**config.mk**
```make
export PLATFORM = sky130hd
export DESIGN_NAME = swd_link
export DESIGN_NICKNAME = d
export VERILOG_FILES = /design/src/rtl/swd_link.sv
export SDC_FILE = /design/constraint.sdc
export NUM_CORES = 1
export LEC_CHECK = 0
export ABC_AREA = 1
export BUFFER_PORTS_ARGS = -buffer_cell sky130_fd_sc_hd__buf_2
export CORE_ASPECT_RATIO = 0.75
export CORE_UTILIZATION = 54
export CTS_CLUSTER_DIAMETER = 30
export DETAILED_ROUTE_END_ITERATION = 12
export PLACE_DENSITY_LB_ADDON = 0.08
export SYNTH_ARGS = -nofsm -noshare
export SYNTH_HDL_FRONTEND = slang
export SYNTH_SLANG_ARGS = --single-unit
export TNS_END_PERCENT = 30
```
**constraint.sdc**
```tcl
create_clock -name clk -period 1.46 [get_ports clk]
set_input_delay 0 -clock clk [delete_from_list [all_inputs] [get_ports clk]]
set_output_delay 0 -clock clk [all_outputs]
set_load 0.05 [all_outputs]
```
**src/rtl/swd_link.sv**
```systemverilog
module swd_link #(
  parameter int BIT_T     = 16,
  parameter int SAMPLE_AT = 10,
  parameter int ONE_LOW   = 4,
  parameter int ZERO_LOW  = 13,
  parameter int SYNC_MIN  = 128,
  parameter int SYNC_GAP  = 16,
  parameter int SYNC_LEN  = 128,
  parameter int ACK_LEN   = 16
) (
  input  logic       clk,
  input  logic       rst_n,
  input  logic       clk_sel,
  input  logic       alt_tick,
  input  logic       pin_in,
  output logic       pin_drive_low,
  output logic [7:0] rx_byte,
  output logic       rx_valid,
  input  logic [7:0] tx_byte,
  input  logic       tx_load,
  output logic       tx_busy,
  input  logic       ack_en,
  input  logic       cmd_done,
  output logic       sync_det
);
  localparam int CW = $clog2(SYNC_LEN + SYNC_GAP + BIT_T + ACK_LEN + 1);
  localparam int LW = $clog2(SYNC_MIN + 1);

  typedef enum logic [2:0] {S_IDLE, S_BIT, S_WAITH, S_SGAP, S_SREP, S_ACK} st_t;

  st_t           state;
  logic [CW-1:0] cnt;
  logic [LW-1:0] low_run;
  logic [2:0]    bitcnt;
  logic [7:0]    rx_sh, tx_sh;
  logic          prev, tx_mode, ack_pend;
  logic          tick;
  logic [CW-1:0] hold;

  assign tick    = clk_sel | alt_tick;
  assign tx_busy = tx_mode;
  assign hold    = tx_sh[7] ? CW'(ONE_LOW) : CW'(ZERO_LOW);
  assign pin_drive_low = (state == S_BIT && tx_mode && cnt < hold) ||
                         state == S_ACK || state == S_SREP;

  always_ff @(posedge clk or negedge rst_n) begin
    if (!rst_n) begin
      state    <= S_IDLE;
      cnt      <= '0;
      low_run  <= '0;
      bitcnt   <= '0;
      rx_sh    <= '0;
      tx_sh    <= '0;
      rx_byte  <= '0;
      rx_valid <= 1'b0;
      sync_det <= 1'b0;
      prev     <= 1'b1;
      tx_mode  <= 1'b0;
      ack_pend <= 1'b0;
    end else begin
      rx_valid <= 1'b0;
      sync_det <= 1'b0;
      if (cmd_done && ack_en) ack_pend <= 1'b1;
      if (tx_load && !tx_mode && state == S_IDLE) begin
        tx_mode <= 1'b1;
        tx_sh   <= tx_byte;
        bitcnt  <= '0;
      end
      if (tick) begin
        prev <= pin_in;
        if (pin_in) low_run <= '0;
        else if (!pin_drive_low && low_run != LW'(SYNC_MIN)) low_run <= low_run + 1'b1;
        case (state)
          S_IDLE: begin
            if (prev && !pin_in) begin
              state <= S_BIT;
              cnt   <= CW'(1);
            end else if (ack_pend) begin
              state    <= S_ACK;
              cnt      <= '0;
              ack_pend <= 1'b0;
            end
          end
          S_BIT: begin
            cnt <= cnt + 1'b1;
            if (cnt == CW'(SAMPLE_AT) && !tx_mode) rx_sh <= {rx_sh[6:0], pin_in};
            if (cnt == CW'(BIT_T - 1)) begin
              if (!pin_in) begin
                state   <= S_WAITH;
                bitcnt  <= '0;
                tx_mode <= 1'b0;
              end else begin
                state  <= S_IDLE;
                bitcnt <= bitcnt + 1'b1;
                if (tx_mode) begin
                  tx_sh <= {tx_sh[6:0], 1'b0};
                  if (bitcnt == 3'd7) tx_mode <= 1'b0;
                end else if (bitcnt == 3'd7) begin
                  rx_byte  <= rx_sh;
                  rx_valid <= 1'b1;
                end
              end
            end
          end
          S_WAITH: begin
            if (pin_in) begin
              if (low_run == LW'(SYNC_MIN)) begin
                state    <= S_SGAP;
                cnt      <= '0;
                sync_det <= 1'b1;
              end else begin
                state <= S_IDLE;
              end
            end
          end
          S_SGAP: begin
            cnt <= cnt + 1'b1;
            if (cnt == CW'(SYNC_GAP - 1)) begin
              state <= S_SREP;
              cnt   <= '0;
            end
          end
          S_SREP: begin
            cnt <= cnt + 1'b1;
            if (cnt == CW'(SYNC_LEN - 1)) state <= S_IDLE;
          end
          S_ACK: begin
            cnt <= cnt + 1'b1;
            if (cnt == CW'(ACK_LEN - 1)) state <= S_IDLE;
          end
          default: state <= S_IDLE;
        endcase
      end
    end
  end

  assert_state_waits_tick_R8: assert property (@(posedge clk) disable iff (!rst_n)
    !tick |=> $stable(state));

  assert_sync_after_long_low_R5: assert property (@(posedge clk) disable iff (!rst_n)
    (state == S_SGAP && $past(state) == S_WAITH) |-> $past(low_run) == LW'(SYNC_MIN));

  assert_ack_from_request_R7: assert property (@(posedge clk) disable iff (!rst_n)
    (state == S_ACK && $past(state) != S_ACK) |-> $past(ack_pend));

  assert_request_needs_enable_R7: assert property (@(posedge clk) disable iff (!rst_n)
    $rose(ack_pend) |-> $past(cmd_done && ack_en));

  assert_strobe_from_rx_bit_R2: assert property (@(posedge clk) disable iff (!rst_n)
    rx_valid |-> ($past(state) == S_BIT && !$past(tx_mode)));

  assert_strobe_single_R1: assert property (@(posedge clk) disable iff (!rst_n)
    rx_valid |=> !rx_valid);
endmodule

```
# ---- Word level (Yosys, flattened, before mapping)
# Cells that the tools add are included.
dict set report totals {
  register_bits 51
  in_bits 16
}
dict set report classes {
  addsub 3
  order_cmp 1
  eq_ne 18
  mux 52
  n_bitwise 2
  n_reduce_logical 22
}
# op n
set ops {}
lappend ops {{two-way mux 8 bit} 13}
lappend ops {{two-way mux 3 bit} 12}
lappend ops {{one-hot mux 8 bit (4 select lines)} 1}
lappend ops {{two-way mux 1 bit} 22}
lappend ops {{one-hot mux 3 bit (6 select lines)} 1}
lappend ops {{adder 8 x 1 -> 8 bit, second input constant} 2}
lappend ops {{equality test 8 x 4 -> 1 bit, second input constant} 2}
lappend ops {{equality test 3 bit, second input constant} 3}
lappend ops {{equality test 8 x 7 -> 1 bit, second input constant} 1}
lappend ops {{equality test 8 bit, second input constant} 1}
lappend ops {{logical AND 1 bit} 8}
lappend ops {{< comparator 8 x 4 -> 1 bit} 1}
lappend ops {{!= test 8 bit, second input constant} 1}
lappend ops {{AND reduction 7 bit} 1}
lappend ops {{equality test 3 x 2 -> 1 bit, second input constant} 2}
lappend ops {{!= test 2 x 1 -> 1 bit, second input constant} 3}
lappend ops {{!= test 2 bit, second input constant} 3}
lappend ops {{AND reduction 6 bit} 1}
lappend ops {{AND reduction 5 bit} 1}
lappend ops {{two-way mux 2 bit} 2}
lappend ops {{two-way mux 4 bit} 1}
lappend ops {{nonzero test 4 bit} 1}
lappend ops {{adder 3 x 1 -> 3 bit, second input constant} 1}
lappend ops {{equality test 3 x 1 -> 1 bit, second input constant} 1}
lappend ops {{other kinds (10)} 13}

# ---- Depth between registers and ports, before layout
# Gate-level depths: netlist (run 1).
dict set report logic_depth {
  ltp_word 10
  depth_mapped 10
  depth_no_buf 10
}

# ---- Worst setup path before layout (run 1)
# No wires, ideal clock.
dict set report synth_path {
  path_kind {flip-flop to flip-flop}
  start {register tx_mode, in the netlist tx_busy}
  end {register rx_sh[5]}
  arrival_ns 1.445
  slack_ns -0.103
  stages_incl_launch_ff 8
  n_path_buf 1
  synth_period_minus_slack_ns 1.563
  cell_sequence {dfrtp_1 > inv_2 > nand3_1 > nor2_1 > nand4_2 > buf_6 > nand2_1 > o21ai_2}
}
dict set report synth_between {
  elab_chain_cells 3
}
# item line_no
set synth_rtl {}
lappend synth_rtl {{start, declared} 36} ;# logic prev, tx_mode, ack_pend;
lappend synth_rtl {{start signal, assigned} 58} ;# tx_mode <= 1'b0;
lappend synth_rtl {{start signal, assigned} 65} ;# tx_mode <= 1'b1;
lappend synth_rtl {{start signal, assigned} 91} ;# tx_mode <= 1'b0;
lappend synth_rtl {{logical NOT 1 bit} 86} ;# if (cnt == CW'(SAMPLE_AT) && !tx_mode) rx_sh <= {rx_sh[6:0], pin_in};
lappend synth_rtl {{logical AND 1 bit} 86}
lappend synth_rtl {{AND reduction 3 bit (no source line)} --}
lappend synth_rtl {{end signal, assigned} 86}
lappend synth_rtl {{end, declared} 35} ;# logic [7:0] rx_sh, tx_sh;
# Every way passes these cells.
# A chain may end at the register's enable or synchronous reset.

# ---- Worst setup path in the final report (run 1)
dict set report layout_path {
  start {register tx_sh[7]}
  end {output port pin_drive_low}
}
dict set report layout_between {
  elab_chain_cells 5
}
# item line_no
set layout_rtl {}
lappend layout_rtl {{start, declared} 35}
lappend layout_rtl {{start signal, assigned} 66} ;# tx_sh <= tx_byte;
lappend layout_rtl {{start signal, assigned} 96} ;# tx_sh <= {tx_sh[6:0], 1'b0};
lappend layout_rtl {{two-way mux 4 bit} 42} ;# assign hold = tx_sh[7] ? CW'(ONE_LOW) : CW'(ZERO_LOW);
lappend layout_rtl {{< comparator 8 x 4 -> 1 bit} 43} ;# assign pin_drive_low = (state == S_BIT && tx_mode && cnt < hold) ||
lappend layout_rtl {{logical AND 1 bit} 43}
lappend layout_rtl {{logical OR 1 bit} 43}
lappend layout_rtl {{logical OR 1 bit} 44} ;# state == S_ACK || state == S_SREP;
lappend layout_rtl {{end, declared} 16} ;# output logic pin_drive_low,
# Every way passes these cells.

==> results by group, run 1 <==
Outcome
  • Status: finished with violations
  • Failing checks: setup timing

Placement
  • Setup slack after placement: -0.1428 ns
  • Gpl congestion: 0.8879
  • Number of placed cells counting well taps: 541
  • Post-DP Area: 3613 sq um
  • Port Buffers: 27
  • Detailed Place HPWL: 4.879 mm

Clock tree
  • TritonCTS clock tree: yes
  • Worst-case clock buffer depth: 2
  • Clock sink count: 51
  • Number of levels in the clock H-tree: 2
  • Number of buffers added by the clock tree synthesis step: 5
  • Root cell of the clock tree: clkbuf_8
  • Clock latency on the worst-skew pair: 0.31 ns
  • Clock-pin slew on the worst setup and hold paths: 0.10 ns

Synth
  • Cell types with the highest counts after synthesis: 133 x nand2_1, 56 x inv_1, 50 x dfrtp_1
  • Cell with the most instances after synthesis: nand2_1
  • Avg Synthesized Cell Area: 7.670 sq um
  • Post-synth EDFFs: 0
  • Ys flop type: dfrtp_1
  • Total number of yosys warnings: 0
  • Number of register bits inferred by synthesis: 51
  • Proportion of synthesized chip area in sequential cells: 40.13%
  • Unique cell type count in the Yosys netlist: 35
  • Synth top area share: 39.31%
  • Total nets after synthesis: 438
  • Top post-synthesis cells by area: dfrtp_1 39%, nand2_1 16%, inv_1 6.6%
  • Synth area leader: dfrtp_1
  • Async set or reset register ratio after synthesis: 100.0%
  • Cell area after technology mapping: 3183 sq um
  • Post-synthesis cell count: 415

Critical path
  • Max FO, Critical Path: 2
  • Element type at the critical path end: output pin
  • End of the worst register-to-register path: low_run[2]
  • R2r setup slk: -0.06 ns
  • CP max stage delay: 0.42 ns
  • Critical path start-end classification: register to output pin
  • Slowest cell on the critical path: dfrtp_1
  • Worst path required time: 1.46 ns
  • Depth of the most critical reg-to-reg path: 9
  • Startpoint kind of the worst setup timing path: register
  • FF-to-FF Start: tx_sh[7]
  • Chain of cells forming the critical path: ha_1 -> nand2_1 -> inv_1 -> nand2_2 -> nand3_4 -> nand2_4 -> buf_8
  • Worst endpoint data arrival time: 1.57 ns

Route
  • Total via count in the routed design: 2,862
  • Via-per-instance ratio: 5.083
  • Remaining antenna violation count after routing: 0
  • DRC violations left: 0
  • DRT Pass-1 Iters: 5
  • Final Routed Wirelength: 7.288 mm
  • Wire length per cell after detailed routing: 12.94 um
  • Starting DRC count in detailed routing: 197

Pwr
  • Power Total: 5.379 mW
  • Leakage: 2.096 nW
  • Power density cells: 1336 nW/um^2
  • IR Drop Worst-Case VDD: 0.0007516 V

Global routing
  • GR Util All Layers: 25.40%
  • Global-route wire length before repair: 12.23 mm
  • Maximum number of pins on one net before global-route repair: 52
  • Initial antenna violation count: 0
  • Vias in the first global route: 2,554
  • Global-route congestion overflow total: 0

Final layout
  • Area growth, synth to finish: 26.49%
  • Seq. cell area: 1284 sq um
  • Filler cells: 437
  • Antenna fix cells: 0
  • Non-Filler Instances: 563
  • Area occupied by multi-input gates: 1749 sq um
  • Final core utilization: 73.25%
  • Post-route cell area: 4026 sq um
  • Share of layout cells above drive strength 1: 34.43%
  • Number of nets in the layout: 510

Floorplan
  • Die height: 68.49 um
  • Boundary Pins: 28
  • Core area: 5497 sq um
  • Die Width: 90.66 um
  • Number of cell rows: 23
  • Starting density of the core: 57.91%
  • Die area: 6209 sq um

Timing
  • Setup Skew: 0.007313 ns
  • Share of the clock period used by the worst path after layout: 107.8%
  • Final setup violation count: 18
  • Worst-case setup margin in the final layout: -0.1133 ns
  • Final min period: 1.573 ns
  • Count of final max-slew check failures: 0
  • Tightest slew margin relative to the limit: 66.59%
  • Final number of hold-violating endpoints: 0
  • RSZ-0062 raised after global routing: yes
  • Maximum achievable frequency: 635.6 MHz
  • Worst Max-Slew Pin Slew: 0.4993 ns

Hold path
  • Number of stages on the worst hold path: 5
  • Hold crit path type: primary input to register
  • Worst hold start: tx_byte[2]
  • End of the worst hold path: tx_sh[2]

Run
  • Maximum Capacitance Violations: 0
==> layout by cell type (no fill, tap or decap), types with 8 or more instances in the layout <==
cell and instances:
nor2_1 22, nand2_1 123, o21ai_0 8, buf_2 26, nand2_2 12, inv_1 55, o21ai_1 11, buf_4 39
nor2_4 8, nand3_1 28, dfrtp_1 45, o21ai_2 23
==> metal layers <==
layer / track usage, % / share of wire (%)
met4: 5.444 / 0.75
met3: 5.373 / 5.5
met1: 35.50 / 48
met5: 0 / 0
met2: 41.29 / 46
==> per-stage QoR <==
stage | hold WS [ns] | TNS [ns]
2_1_floorplan | -0.2956 | -0.008439
3_3_place_gp | 0.01533 | -1.128
3_5_place_dp | 0.01608 | -2.843
4_1_cts | 0.009487 | -0.3226
5_1_grt | 0.03090 | -3.909
6_report | 0.02988 | -0.7108
==> how the worst max path moves through the flow <==
stage / startpoint / end / slack [ns] / cells past startpoint
floorplan: cnt[1] / rx_byte[5] / -0.004 / 9
global placement: cnt[0] / tx_sh[3] / -0.05 / 6
detailed placement: cnt[0] / tx_sh[3] / -0.14 / 6
CTS: cnt[3] / pin_drive_low / -0.08 / 7
global route: cnt[3] / pin_drive_low / -0.16 / 7
finish: tx_sh[7] / pin_drive_low / -0.11 / 7
==> what timing repair did <==
action,CTS,global route
hold buffers,4,0
hold endpoints to repair,53,0
resized for setup,19,29
setup buffers,4,5
endpoints found under the setup margin,40,49
pin swaps,12,13
gates cloned,1,0
==> sequential cells by signal, indices dropped and copies added, names as in the netlist <==
signal	cells
bitcnt	3
low_run	8
rx_sh	8
tx_sh	8
tx_busy	1
ack_pend	1
rx_valid	1
sync_det	1
state	3
prev	1
cnt	8
rx_byte	8
==> power by group <==
group	leakage, nW	switching (mW)	internal [mW]
registers	0.676	0.245	1.67
logic	1.37	1.57	1.01
clock network	0.0463	0.526	0.353
==> final cells by class <==
cell class / instances / share of cell area, %
timing repair buffer: 75 / 13.70
clock buffer: 5 / 1.709
inverter: 65 / 6.246
clock inverter: 3 / 0.6837
multi-input combinational: 289 / 43.44
tap: 75 / 2.331
sequential: 51 / 31.88
==> critical path, delay by kind of cell (launching register included) <==
kind	cells	cell delay, ns
flip-flops	1	0.42
AND/OR/NAND/NOR	4	0.35
adder cells (fa/ha/maj)	1	0.31
buffers and inverters	2	0.19
==> kinds of logic after synthesis <==
kind of cell | share of synthesized area [%]
DFF | 40.13
adders and majority gates | 2.751
buffers and inverters | 10.49
AOI/OAI and AO/OA | 10.06
xor gates and xnor gates | 0.5504
muxes | 0.3145
and+or+nand+nor | 35.69
Note: power is estimated with default switching activity, not from simulation.
==> inputs of run 2 (changes only) <==
Settings changed: ABC_AREA 1 to unset, CORE_UTILIZATION 54 to 53.
==> results by group, run 2 <==
Synth
  • Proportion of synthesized chip area in sequential cells: 46.01%
  • Cell area after technology mapping: 2776 sq um
  • Cell with the most instances after synthesis: dfrtp_1
  • Async set or reset register ratio after synthesis: 100.0%
  • Number of register bits inferred by synthesis: 51
  • Avg Synthesized Cell Area: 10.68 sq um
  • Top post-synthesis cells by area: dfrtp_1 45%, mux2_2 13%, ha_1 3.2%
  • Post-synthesis cell count: 260
  • Ys flop type: dfrtp_1
  • Total nets after synthesis: 283
  • Synth area leader: dfrtp_1
  • Synth top area share: 45.07%
  • Cell types with the highest counts after synthesis: 50 x dfrtp_1, 31 x mux2_2, 21 x nand2_1
  • Post-synth EDFFs: 0
  • Total number of yosys warnings: 0
  • Unique cell type count in the Yosys netlist: 51

Clock tree
  • Root cell of the clock tree: clkbuf_8
  • Clock-pin slew on the worst setup and hold paths: 0.11 ns
  • Clock latency on the worst-skew pair: 0.32 ns
  • Number of buffers added by the clock tree synthesis step: 5
  • TritonCTS clock tree: yes
  • Number of levels in the clock H-tree: 2
  • Worst-case clock buffer depth: 2
  • Clock sink count: 51

Critical path
  • Worst path top cell family by delay: simple AND/OR/NAND/NOR gates
  • Element type at the critical path end: register
  • Most frequent cell on the critical path: mux2_4
  • CP max stage delay: 0.44 ns
  • Max FO, Critical Path: 4
  • FF-to-FF Start: state[1]
  • Chain of cells forming the critical path: or3_4 -> nor3b_4 -> buf_6 -> mux2_4 -> mux2_4
  • Startpoint kind of the worst setup timing path: register
  • Worst endpoint data arrival time: 2.10 ns
  • End of the worst register-to-register path: tx_sh[1]
  • Worst setup path endpoint: tx_sh[1]
  • Number of gates on the worst path with buffers counted: 5
  • R2r setup slk: -0.44 ns
  • Critical path buffer and inverter count: 1
  • Depth of the most critical reg-to-reg path: 5
  • Slowest cell on the critical path: or3_4
  • Worst path required time: 1.66 ns
  • Start point of the critical path: state[1]
  • Critical path start-end classification: register to register

Route
  • DRC violations left: 0
  • Starting DRC count in detailed routing: 212
  • Final Routed Wirelength: 7.600 mm
  • Remaining antenna violation count after routing: 0
  • Total via count in the routed design: 2,541
  • Wire length per cell after detailed routing: 17.63 um
  • Via-per-instance ratio: 5.896
  • DRT Pass-1 Iters: 4

Floorplan
  • Die area: 5535 sq um
  • Core area: 4955 sq um
  • Die Width: 85.58 um
  • Number of cell rows: 22
  • Starting density of the core: 56.04%
  • Boundary Pins: 28
  • Die height: 64.68 um

Pwr
  • Power density cells: 1288 nW/um^2
  • IR Drop Worst-Case VDD: 0.001055 V
  • Leakage: 1.924 nW

Timing
  • Final setup violation count: 50
  • Final number of hold-violating endpoints: 0
  • RSZ-0062 raised after global routing: yes
  • Setup TNS: -15.70 ns
  • Setup Skew: 0.01738 ns
  • Tightest slew margin relative to the limit: 64.07%
  • Worst Max-Slew Pin Slew: 0.5390 ns
  • Maximum achievable frequency: 526.0 MHz
  • Share of the clock period used by the worst path after layout: 130.2%
  • Final worst hold slack: 0.05372 ns
  • Worst-case setup margin in the final layout: -0.4413 ns
  • Count of final max-slew check failures: 0
  • Final min period: 1.901 ns

Placement
  • Number of placed cells counting well taps: 406
  • Setup slack after placement: -0.3997 ns
  • Detailed Place HPWL: 4.957 mm
  • Gpl congestion: 0.8814
  • Port Buffers: 27
  • Post-DP Area: 3545 sq um

Outcome
  • Status: finished with violations
  • Failing checks: setup timing

Global routing
  • Maximum number of pins on one net before global-route repair: 23
  • Vias in the first global route: 2,490
  • Initial antenna violation count: 0
  • Global-route congestion overflow total: 0
  • GR Util All Layers: 28.20%
  • Global-route wire length before repair: 11.91 mm

Final layout
  • Area growth, synth to finish: 45.88%
  • Number of nets in the layout: 393
  • Commonest cells after routing, fill and taps aside: 66 x buf_4, 47 x dfrtp_1, 26 x buf_2, 21 x mux2_2, 17 x nand2_1
  • Share of layout cells above drive strength 1: 52.02%
  • Post-route cell area: 4050 sq um
  • Most common cell after layout, fill and taps aside: buf_4
  • Antenna fix cells: 0
  • Non-Filler Instances: 431

Run
  • Maximum Capacitance Violations: 0

Hold path
  • Hold crit path type: primary input to register
  • Number of stages on the worst hold path: 3
## run 2: worst min path at each step
stage                     startpoint  endpoint  slack (ns)
after floorplan                rst_n  ack_pend       -0.30
after global placement         rst_n  tx_sh[6]        0.01
after detailed placement       rst_n  tx_sh[6]       0.008
after CTS                 tx_byte[6]  tx_sh[6]        0.04
after global routing      tx_byte[4]  tx_sh[4]        0.05
final                     tx_byte[4]  tx_sh[4]        0.05
## run 2: cell families after synthesis
| family | share of synthesized area, % |
|---|---|
| fa+ha+maj | 3.154 |
| simple gates | 20.37 |
| mux | 14.02 |
| buf+inv | 3.470 |
| compound gates | 12.98 |
| flops | 46.01 |
## run 2: worst register-to-register path: stages (launching register included)
cell and delay (ns):
dfrtp_1 0.43, or3_4 0.44, nor3b_4 0.21, buf_6 0.15, mux2_4 0.30, mux2_4 0.26
## run 2: cell type report
type	count	area [sq um]
Clock buffer	5	68.82
Sequential cell	51	1281
Clock inverter	3	23.77
Inverter	13	48.80
Tap cell	60	75.07
Fill cell	286	904.6
Timing Repair Buffer	114	888.4
Multi-Input combinational cell	185	1664
## run 2: repair_timing
action	in CTS	in global routing
pin swaps	22	10
resized for setup	44	21
buffers inserted	10	2
setup endpoints to repair	49	51
hold buffers	5	0
hold endpoints to repair	21	0
## run 2: routing by layer
layer	track usage, %	vias to the layer above	share of wire [%]
met5	0	-	0
met4	6.875	0	1.5
met3	4.586	13	4.4
met2	48.10	66	49
met1	37.87	1266	45
li1	-	1196	-
## run 2: through the flow
stage                     util (%)  total power [mW]
after detailed placement     71.54             3.710
final                        81.74             5.215
after floorplan                  -             2.906
after CTS                    79.32             4.982
after global placement       71.54             3.654
after global routing         81.74             5.493
## run 2: power by group
group | internal (mW) | switching [mW] | leakage, nW
clock network | 0.348 | 0.530 | 0.0461
registers | 1.64 | 0.203 | 0.676
logic | 1.36 | 1.13 | 1.20
